===== src/rtl/divu_pkg.sv =====
package divu_pkg;

  typedef enum logic [1:0] {
    ST_IDLE = 2'd0,
    ST_RUN  = 2'd1,
    ST_FIN  = 2'd2
  } divu_state_e;

endpackage


===== src/rtl/divu_bit.sv =====
// One restoring shift-subtract cell: brings in one dividend bit, tries the
// subtraction, and keeps the difference only when it does not borrow.
module divu_bit #(
  parameter int unsigned DW = 32
) (
  input  logic [DW-1:0] prem_i,
  input  logic          bit_i,
  input  logic [DW-1:0] dvs_i,
  output logic [DW-1:0] prem_o,
  output logic          q_o
);

  logic [DW:0]   shifted;
  logic [DW+1:0] diff;

  always_comb begin
    shifted = {prem_i, bit_i};
    diff    = {1'b0, shifted} - {2'b00, dvs_i};
    q_o     = ~diff[DW+1];
    prem_o  = q_o ? diff[DW-1:0] : shifted[DW-1:0];
  end

endmodule


===== src/rtl/divu_step.sv =====
// Chains BPC restoring cells so that one clock retires BPC quotient bits.
module divu_step #(
  parameter int unsigned DW  = 32,
  parameter int unsigned BPC = 3
) (
  input  logic [DW-1:0]  prem_i,
  input  logic [BPC-1:0] bits_i,
  input  logic [DW-1:0]  dvs_i,
  output logic [DW-1:0]  prem_o,
  output logic [BPC-1:0] qbits_o
);

  logic [BPC:0][DW-1:0] chain;

  assign chain[0] = prem_i;

  generate
    for (genvar g = 0; g < BPC; g++) begin : g_bit
      divu_bit #(.DW(DW)) u_bit (
        .prem_i (chain[g]),
        .bit_i  (bits_i[BPC-1-g]),
        .dvs_i  (dvs_i),
        .prem_o (chain[g+1]),
        .q_o    (qbits_o[BPC-1-g])
      );
    end
  endgenerate

  assign prem_o = chain[BPC];

endmodule


===== src/rtl/divu_ctrl.sv =====
// Sequencer: one load cycle, STEPS iteration cycles, one finishing cycle.
module divu_ctrl
  import divu_pkg::*;
#(
  parameter int unsigned STEPS = 16
) (
  input  logic clk,
  input  logic rst_n,
  input  logic start_i,
  output logic busy_o,
  output logic load_o,
  output logic step_o,
  output logic fin_o
);

  localparam int unsigned CW = $clog2(STEPS + 1);

  divu_state_e       state_q, state_d;
  logic [CW-1:0]     cnt_q, cnt_d;
  logic              cnt_en;

  always_comb begin
    state_d = state_q;
    cnt_d   = cnt_q;
    cnt_en  = 1'b0;
    load_o  = 1'b0;
    step_o  = 1'b0;
    fin_o   = 1'b0;
    unique case (state_q)
      ST_IDLE: begin
        if (start_i) begin
          load_o  = 1'b1;
          cnt_en  = 1'b1;
          cnt_d   = '0;
          state_d = ST_RUN;
        end
      end
      ST_RUN: begin
        step_o = 1'b1;
        cnt_en = 1'b1;
        cnt_d  = cnt_q + 1'b1;
        if (cnt_q == CW'(STEPS - 1)) begin
          state_d = ST_FIN;
        end
      end
      ST_FIN: begin
        fin_o   = 1'b1;
        state_d = ST_IDLE;
      end
      default: state_d = ST_IDLE;
    endcase
  end

  always_ff @(posedge clk or negedge rst_n) begin
    if (!rst_n) begin
      state_q <= ST_IDLE;
      cnt_q   <= '0;
    end else begin
      state_q <= state_d;
      if (cnt_en) begin
        cnt_q <= cnt_d;
      end
    end
  end

  assign busy_o = (state_q != ST_IDLE);

endmodule


===== src/rtl/divu_core.sv =====
module divu_core #(
  parameter int unsigned DW      = 32,
  parameter int unsigned FRAC_SH = 16,
  parameter int unsigned LATENCY = 18
) (
  input  logic          clk,
  input  logic          rst_n,
  input  logic          start_i,
  input  logic          frac_i,
  input  logic [DW-1:0] dividend_i,
  input  logic [DW-1:0] divisor_i,
  output logic          busy_o,
  output logic          done_o,
  output logic [DW-1:0] quotient_o,
  output logic [DW-1:0] remainder_o
);

  localparam int unsigned DVD_W = DW + FRAC_SH;
  localparam int unsigned STEPS = LATENCY - 2;
  localparam int unsigned BPC   = (DVD_W + STEPS - 1) / STEPS;
  localparam int unsigned PW    = BPC * STEPS;

  // reset: asserted asynchronously, released on a clock edge
  logic [1:0] rst_pipe_q;
  logic       rst_sync_n;

  always_ff @(posedge clk or negedge rst_n) begin
    if (!rst_n) begin
      rst_pipe_q <= 2'b00;
    end else begin
      rst_pipe_q <= {rst_pipe_q[0], 1'b1};
    end
  end

  assign rst_sync_n = rst_pipe_q[1];

  logic load, step, fin, busy;

  divu_ctrl #(.STEPS(STEPS)) u_ctrl (
    .clk     (clk),
    .rst_n   (rst_sync_n),
    .start_i (start_i),
    .busy_o  (busy),
    .load_o  (load),
    .step_o  (step),
    .fin_o   (fin)
  );

  logic [PW-1:0]  sh_q, sh_d;
  logic [DW-1:0]  prem_q, prem_d;
  logic [DW-1:0]  dvs_q;
  logic           dz_q;
  logic [DW-1:0]  quo_q, quo_d;
  logic [DW-1:0]  rem_q, rem_d;
  logic           done_q;
  logic           work_en, res_en;

  logic [DW-1:0]  step_prem;
  logic [BPC-1:0] step_bits;
  logic [PW-1:0]  ext_dvd;

  divu_step #(.DW(DW), .BPC(BPC)) u_step (
    .prem_i  (prem_q),
    .bits_i  (sh_q[PW-1 -: BPC]),
    .dvs_i   (dvs_q),
    .prem_o  (step_prem),
    .qbits_o (step_bits)
  );

  // next-state logic for the working and result registers
  always_comb begin
    ext_dvd = PW'(dividend_i);
    sh_d    = sh_q;
    prem_d  = prem_q;
    work_en = 1'b0;
    quo_d   = quo_q;
    rem_d   = rem_q;
    res_en  = 1'b0;
    if (load) begin
      work_en = 1'b1;
      sh_d    = frac_i ? (ext_dvd << FRAC_SH) : ext_dvd;
      prem_d  = '0;
    end else if (step) begin
      work_en = 1'b1;
      sh_d    = {sh_q[PW-BPC-1:0], step_bits};
      prem_d  = step_prem;
    end
    if (fin && !dz_q) begin
      res_en = 1'b1;
      quo_d  = sh_q[DW-1:0];
      rem_d  = prem_q;
    end
  end

  always_ff @(posedge clk or negedge rst_sync_n) begin
    if (!rst_sync_n) begin
      sh_q   <= '0;
      prem_q <= '0;
      dvs_q  <= '0;
      dz_q   <= 1'b0;
    end else if (work_en) begin
      sh_q   <= sh_d;
      prem_q <= prem_d;
      if (load) begin
        dvs_q <= divisor_i;
        dz_q  <= (divisor_i == '0);
      end
    end
  end

  always_ff @(posedge clk or negedge rst_sync_n) begin
    if (!rst_sync_n) begin
      quo_q  <= '0;
      rem_q  <= '0;
      done_q <= 1'b0;
    end else begin
      done_q <= fin;
      if (res_en) begin
        quo_q <= quo_d;
        rem_q <= rem_d;
      end
    end
  end

  assign busy_o      = busy;
  assign done_o      = done_q;
  assign quotient_o  = quo_q;
  assign remainder_o = rem_q;

endmodule


===== config.mk =====
export PLATFORM = sky130hd
export DESIGN_NAME = divu_core
export DESIGN_NICKNAME = d
export VERILOG_FILES = /design/src/rtl/divu_pkg.sv /design/src/rtl/divu_bit.sv /design/src/rtl/divu_step.sv /design/src/rtl/divu_ctrl.sv /design/src/rtl/divu_core.sv
export SDC_FILE = /design/constraint.sdc
export NUM_CORES = 1
export LEC_CHECK = 0
export ABC_CLOCK_PERIOD_IN_PS = 6000
export BUFFER_PORTS_ARGS = -buffer_cell sky130_fd_sc_hd__clkbuf_2
export CAP_MARGIN = 5
export CORE_MARGIN = 2
export CORE_UTILIZATION = 55
export CTS_CLUSTER_SIZE = 14
export DETAILED_ROUTE_END_ITERATION = 16
export GPL_TIMING_DRIVEN = 1
export MAX_ROUTING_LAYER = met4
export PLACE_DENSITY = 0.8
export SYNTH_ARGS = -nofsm -noshare
export SYNTH_HDL_FRONTEND = slang
export SYNTH_SLANG_ARGS = --single-unit

===== constraint.sdc =====
create_clock -name clk -period 6 [get_ports clk]
set_input_delay 1.2 -clock clk [delete_from_list [all_inputs] [get_ports clk]]
set_output_delay 1.2 -clock clk [all_outputs]
set_load 0.01 [all_outputs]

* Yosys cells after proc, flatten, opt, wreduce, memory -nomap -nowiden
Cells that the tools add are included.
Operators by class: equal/unequal tests 5, add/subtract/negate cells 4, bitwise gates (word level) 3, muxes and demuxes 21, reduce and logical (&&, ||, !) cells 12
Operators by type and width (number):
- $mux 32 | 5
- $mux 48 | 3
- $sub 33x32->34 | 3
- $logic_not 32->1 | 1
- $pmux 5 s2 | 1
- $reduce_and 2->1 | 4
- $mux 1 | 7
- $reduce_bool 2->1 | 3
- $add 5x1->5 const B | 1
- $eq 5x4->1 const B | 1
- $mux 5 | 1
- $mux 2 | 2
- $pmux 2 s2 | 1
- $not 1->1 | 3
- $reduce_and 3->1 | 1
- $eq 2x1->1 const B | 1
- $eq 2x2->1 const B | 1
- $logic_not 2->1 | 1
- $ne 2x1->1 const B | 1
- $ne 2x2->1 const B | 1
- $pmux 1 s2 | 1
- $logic_and 1x1->1 | 1
- $logic_not 1->1 | 1
Word-level totals: input port bits 68, register bits 187, logic and storage cells 55

* Logic depth before layout (Yosys ltp)
word-level depth 8, depth in mapped cells 41, depth with buffers taken out 35

* Cells and area by module
A second synthesis with hierarchy kept.
Unflattened totals: cells, all modules 1644, area, all modules 14961.8 µm²
Modules (own cells, without submodules):
- divu_core | cells an instance 554, sequential area each 4504.3 µm², instances 1, area an instance 7464.7 µm²
- divu_bit at u_step.g_bit[0].u_bit ... | cells an instance 373, sequential area each 0.0 µm², instances 2, area an instance 2429.8 µm²
- divu_bit at u_step.g_bit[2].u_bit | cells an instance 312, sequential area each 0.0 µm², instances 1, area an instance 2290.9 µm²
- divu_ctrl | cells an instance 32, sequential area each 175.2 µm², instances 1, area an instance 346.6 µm²

* Worst setup path before layout
OpenSTA, ideal clock, no wires.
path type reg2reg, from reg prem_q[17], to reg prem_q[21], arrival time 8.151 ns, stages on the path, launching flop included 39, path buffers 8, setup slack -2.282 ns, data required time 5.869 ns, period minus slack after synthesis 8.282 ns, cell sequence dfrtp_1 > ha_1 > and4_1 > nand3_1 > nor4_1 > o2bb2ai_1 > o21a_1 > clkbuf_1 > clkbuf_1 > buf_1 > nand2_1 > o21ai_0 > inv_1 > ha_1 > nor2b_1 > o31a_1 > o211ai_2 > a211oi_1 > [3 not listed] > buf_6 > clkbuf_1 > buf_2 > a21oi_1 > ha_1 > o21a_1 > o31a_1 > o311ai_0 > a21oi_1 > o31a_1 > a31o_2 > nand2b_1 > a31oi_1 > or3_1 > buf_6 > buf_6 > a32oi_1 > o31ai_1
On the way: cells in the longest elaborated chain, start to end 8
Ends and longest elaborated chain:
- from (decl) | line divu_core.sv:50 | logic [DW-1:0] prem_q, prem_d;
- from (signal assigned) | line divu_core.sv:103 | prem_q <= prem_d;
- $sub 33x32->34 | line divu_bit.sv:18 | diff = {1'b0, shifted} - {2'b00, dvs_i};
- $mux 32 (*) | line divu_bit.sv:20 | prem_o = q_o ? diff[DW-1:0] : shifted[DW-1:0];
- $sub 33x32->34 | line divu_bit.sv:18
- $mux 32 (*) | line divu_bit.sv:20
- $sub 33x32->34 | line divu_bit.sv:18
- $mux 32 (*) | line divu_bit.sv:20
- $mux 32 (*) | line divu_core.sv:83 | end else if (step) begin
- $mux 32 (*) | line divu_core.sv:79 | if (load) begin
Every way passes the cells marked *; elsewhere a longest branch is shown, timed or not. The select of a mux whose other input is x is not followed. A chain may end at the register's enable or synchronous reset.

* Final worst setup path
from reg prem_q[25], to reg prem_q[3]
The elaborated chain is that of the path after synthesis.

==> run summary <==
status - finished, violations left
failing checks - negative setup slack
grt total ovfl - 0
Setup crit end kind - flop
Multi-input gate area - 0.00879 mm²
dominant synthesized flop cell - dfrtp_1
relative slew slack - 31.9%
row cnt - 56
Initial Utilization - 56.1%
Syn Area/Cell - 9.10 µm²
CTS H-Tree Depth - 4
Filler Cell Count - 1424
Placed Cells - 2223
clock sink total - 187
drt wl/cell - 20.6 µm
Die H - 159 µm
share of the synthesized area in the top cell type - 35.5%
post-synth top area cell - dfrtp_1
Final Hold Fails - 0
drt drc - 0
top layer in use - met4
Final setup viols - 33
worst hold path type - flop to flop
Setup Crit Path Kind - flop to flop
register area - 0.00469 mm²
number of global-route vias before repair - 13860
Yosys cell types - 69
drt total wl - 47.1 mm
Worst-path clk slew - 0.10 ns
unrepaired setup endpoints after global routing - yes
ANT nets after route - 0
min cycle time layout - 7.70 ns
Ports - 134
slowest CP cell - or4_4
fin cells - 2283
startpoint types - flop
root buf cell - clkbuf_16
maximum root-to-sink buffer count - 2
GRT Total Usage - 36.5%
sequential cell area fraction in the yosys report - 35.5%
fmax - 130 MHz
Met1 Wirelength - 18.8 mm
met2 wire len - 22.1 mm
largest net degree at the start of global routing - 77
Max Cap Viol - 0
initial antenna violation count - 0
CTS tree - yes
dpl hpwl - 32.2 mm
met3 routed WL - 3.68 mm
Area Overhead vs Synth - 41.7%
syn nets - 1615
First-pass DRT Iterations - 5
Slew Limit Fails - 0
ys async rst share - 100%
worst-skew pair later-pin latency - 0.46 ns
synthesized area - 0.0132 mm²
setup_tns - -53.78 ns
Area contributors post-synth - dfrtp_1 (36%), ha_1 (9.3%), mux2_2 (7.9%), nand2_1 (4.3%), a21oi_1 (4.2%)
CTS buffer count - 17
number of synthesized flops with an enable pin - 0
Die ar. - 0.0252 mm²
most frequent cells after synthesis - dfrtp_1 (187), nand2_1 (152), a21oi_1 (111), o21ai_0 (109), ha_1 (98)
Placeable Area - 0.0235 mm²
nets - 2119
layout cells sized above 1 - 40.7%
Clock Skew - 0.0182 ns
most frequent CP cell - buf_4
YS warnings - 0
Worst Path Required - 6.33 ns
Yosys reg bits - 187
worst-path maximum fanout - 13
Mapped Cells - 1446
CP peak stage delay - 0.45 ns
worst slew pin tran - 1.02 ns
most common cell in the netlist - dfrtp_1
PnR worst setup slack - -1.70 ns
global-route wire length before repair - 71.9 mm
vias after detailed routing - 14042
Tcrit/Tclk final - 128%
Die X - 159 µm
input/output buffers - 133
Initial DRC Count - 1637
reg2reg setup slack - -1.70 ns
Vias per Instance - 6.15
worst path arrival time - 8.03 ns
GPL Wtd Cong - 1.00
Hold Worst Slack - 0.370 ns
[state kept, by name, indices dropped and copies added, names as in the netlist]
signal and count:
prem_q 32, u_ctrl.state_q 2, dvs_q 32, u_ctrl.cnt_q 5
sh_q 48, quotient_o 32, dz_q 1, remainder_o 32
done_o 1, rst_pipe_q 2
[cells by family after synthesis]
logic type	Yosys count	share of synthesized area, %
and+or+nand+nor	416	14.6
AOI/OAI and AO/OA	391	18.8
DFF	187	35.5
muxes	146	12.0
buffers and inverters	124	3.83
adders and majority gates	101	9.77
xor gates and xnor gates	80	5.32
other	1	0.0285
[routing by layer]
layer | up-vias | global-route usage (%)
met1 | 6761 | 46.0
met4 | 0 | 17.6
met3 | 215 | 4.28
li1 | 6252 | -
met2 | 814 | 58.8
met5 | - | -
[cell type report]
| class | count | share of cell area (%) |
|---|---|---|
| well taps | 319 | 2.14 |
| diodes | 1 | 0.0134 |
| inverters | 63 | 1.27 |
| flip-flops and latches | 187 | 25.1 |
| repair buffers | 545 | 20.8 |
| clock inverters | 15 | 1.20 |
| clock buffers | 17 | 2.28 |
| multi-input cells | 1136 | 47.2 |
[critical path, delay by kind of cell (launching register included)]
kind,cells,cell delay [ns]
mux,2,0.62
simple gates,4,1.12
compound gates,16,3.64
fa+ha+maj,3,0.91
buf+inv,5,0.86
flops,1,0.42
[worst paths after layout]
kind,startpoint,to,depth (start not counted)
setup / recovery,prem_q[25],prem_q[3],30
hold / removal,rst_pipe_q[0],rst_pipe_q[1],0
max in group asynchronous,rst_pipe_q[1],prem_q[19],1
setup reg to reg,prem_q[25],prem_q[3],30
hold reg to reg,rst_pipe_q[0],rst_pipe_q[1],0
min in group asynchronous,rst_n,rst_pipe_q[0],1
[repair_timing]
item | in CTS | in global routing
setup endpoints to repair | 33 | 33
buffers inserted | 14 | 11
pin swaps | 23 | 23
resized for setup | 68 | 85
gates cloned | 3 | 0
hold buffers | 0 | 0
[cells in the final DEF, fill, tap and decap left out, drive strengths merged, types with 74 or more instances in the layout]
master / synthesis / final
buf: 8 / 412
dfrtp: 187 / 187
nand2: 152 / 152
clkbuf: 53 / 150
o21ai: 116 / 116
a21oi: 111 / 111
ha: 98 / 98
mux2: 93 / 93
nor2: 90 / 90
inv: 63 / 74
[per-stage QoR]
| stage | util [%] | instance area [µm²] | setup slack, ns |
|---|---|---|---|
| after floorplan | - | 13500 | -1.44 |
| after global placement | 72.9 | 17100 | -2.03 |
| after detailed placement | 72.9 | 17100 | -2.31 |
| after CTS | 77.8 | 18300 | -1.53 |
| after global routing | 79.4 | 18600 | -1.82 |
| final | 79.5 | 18600 | -1.70 |
Power is left out: the tool's default activity adds up to more than one toggle a clock period on the data nets, which glitch-free logic cannot reach.
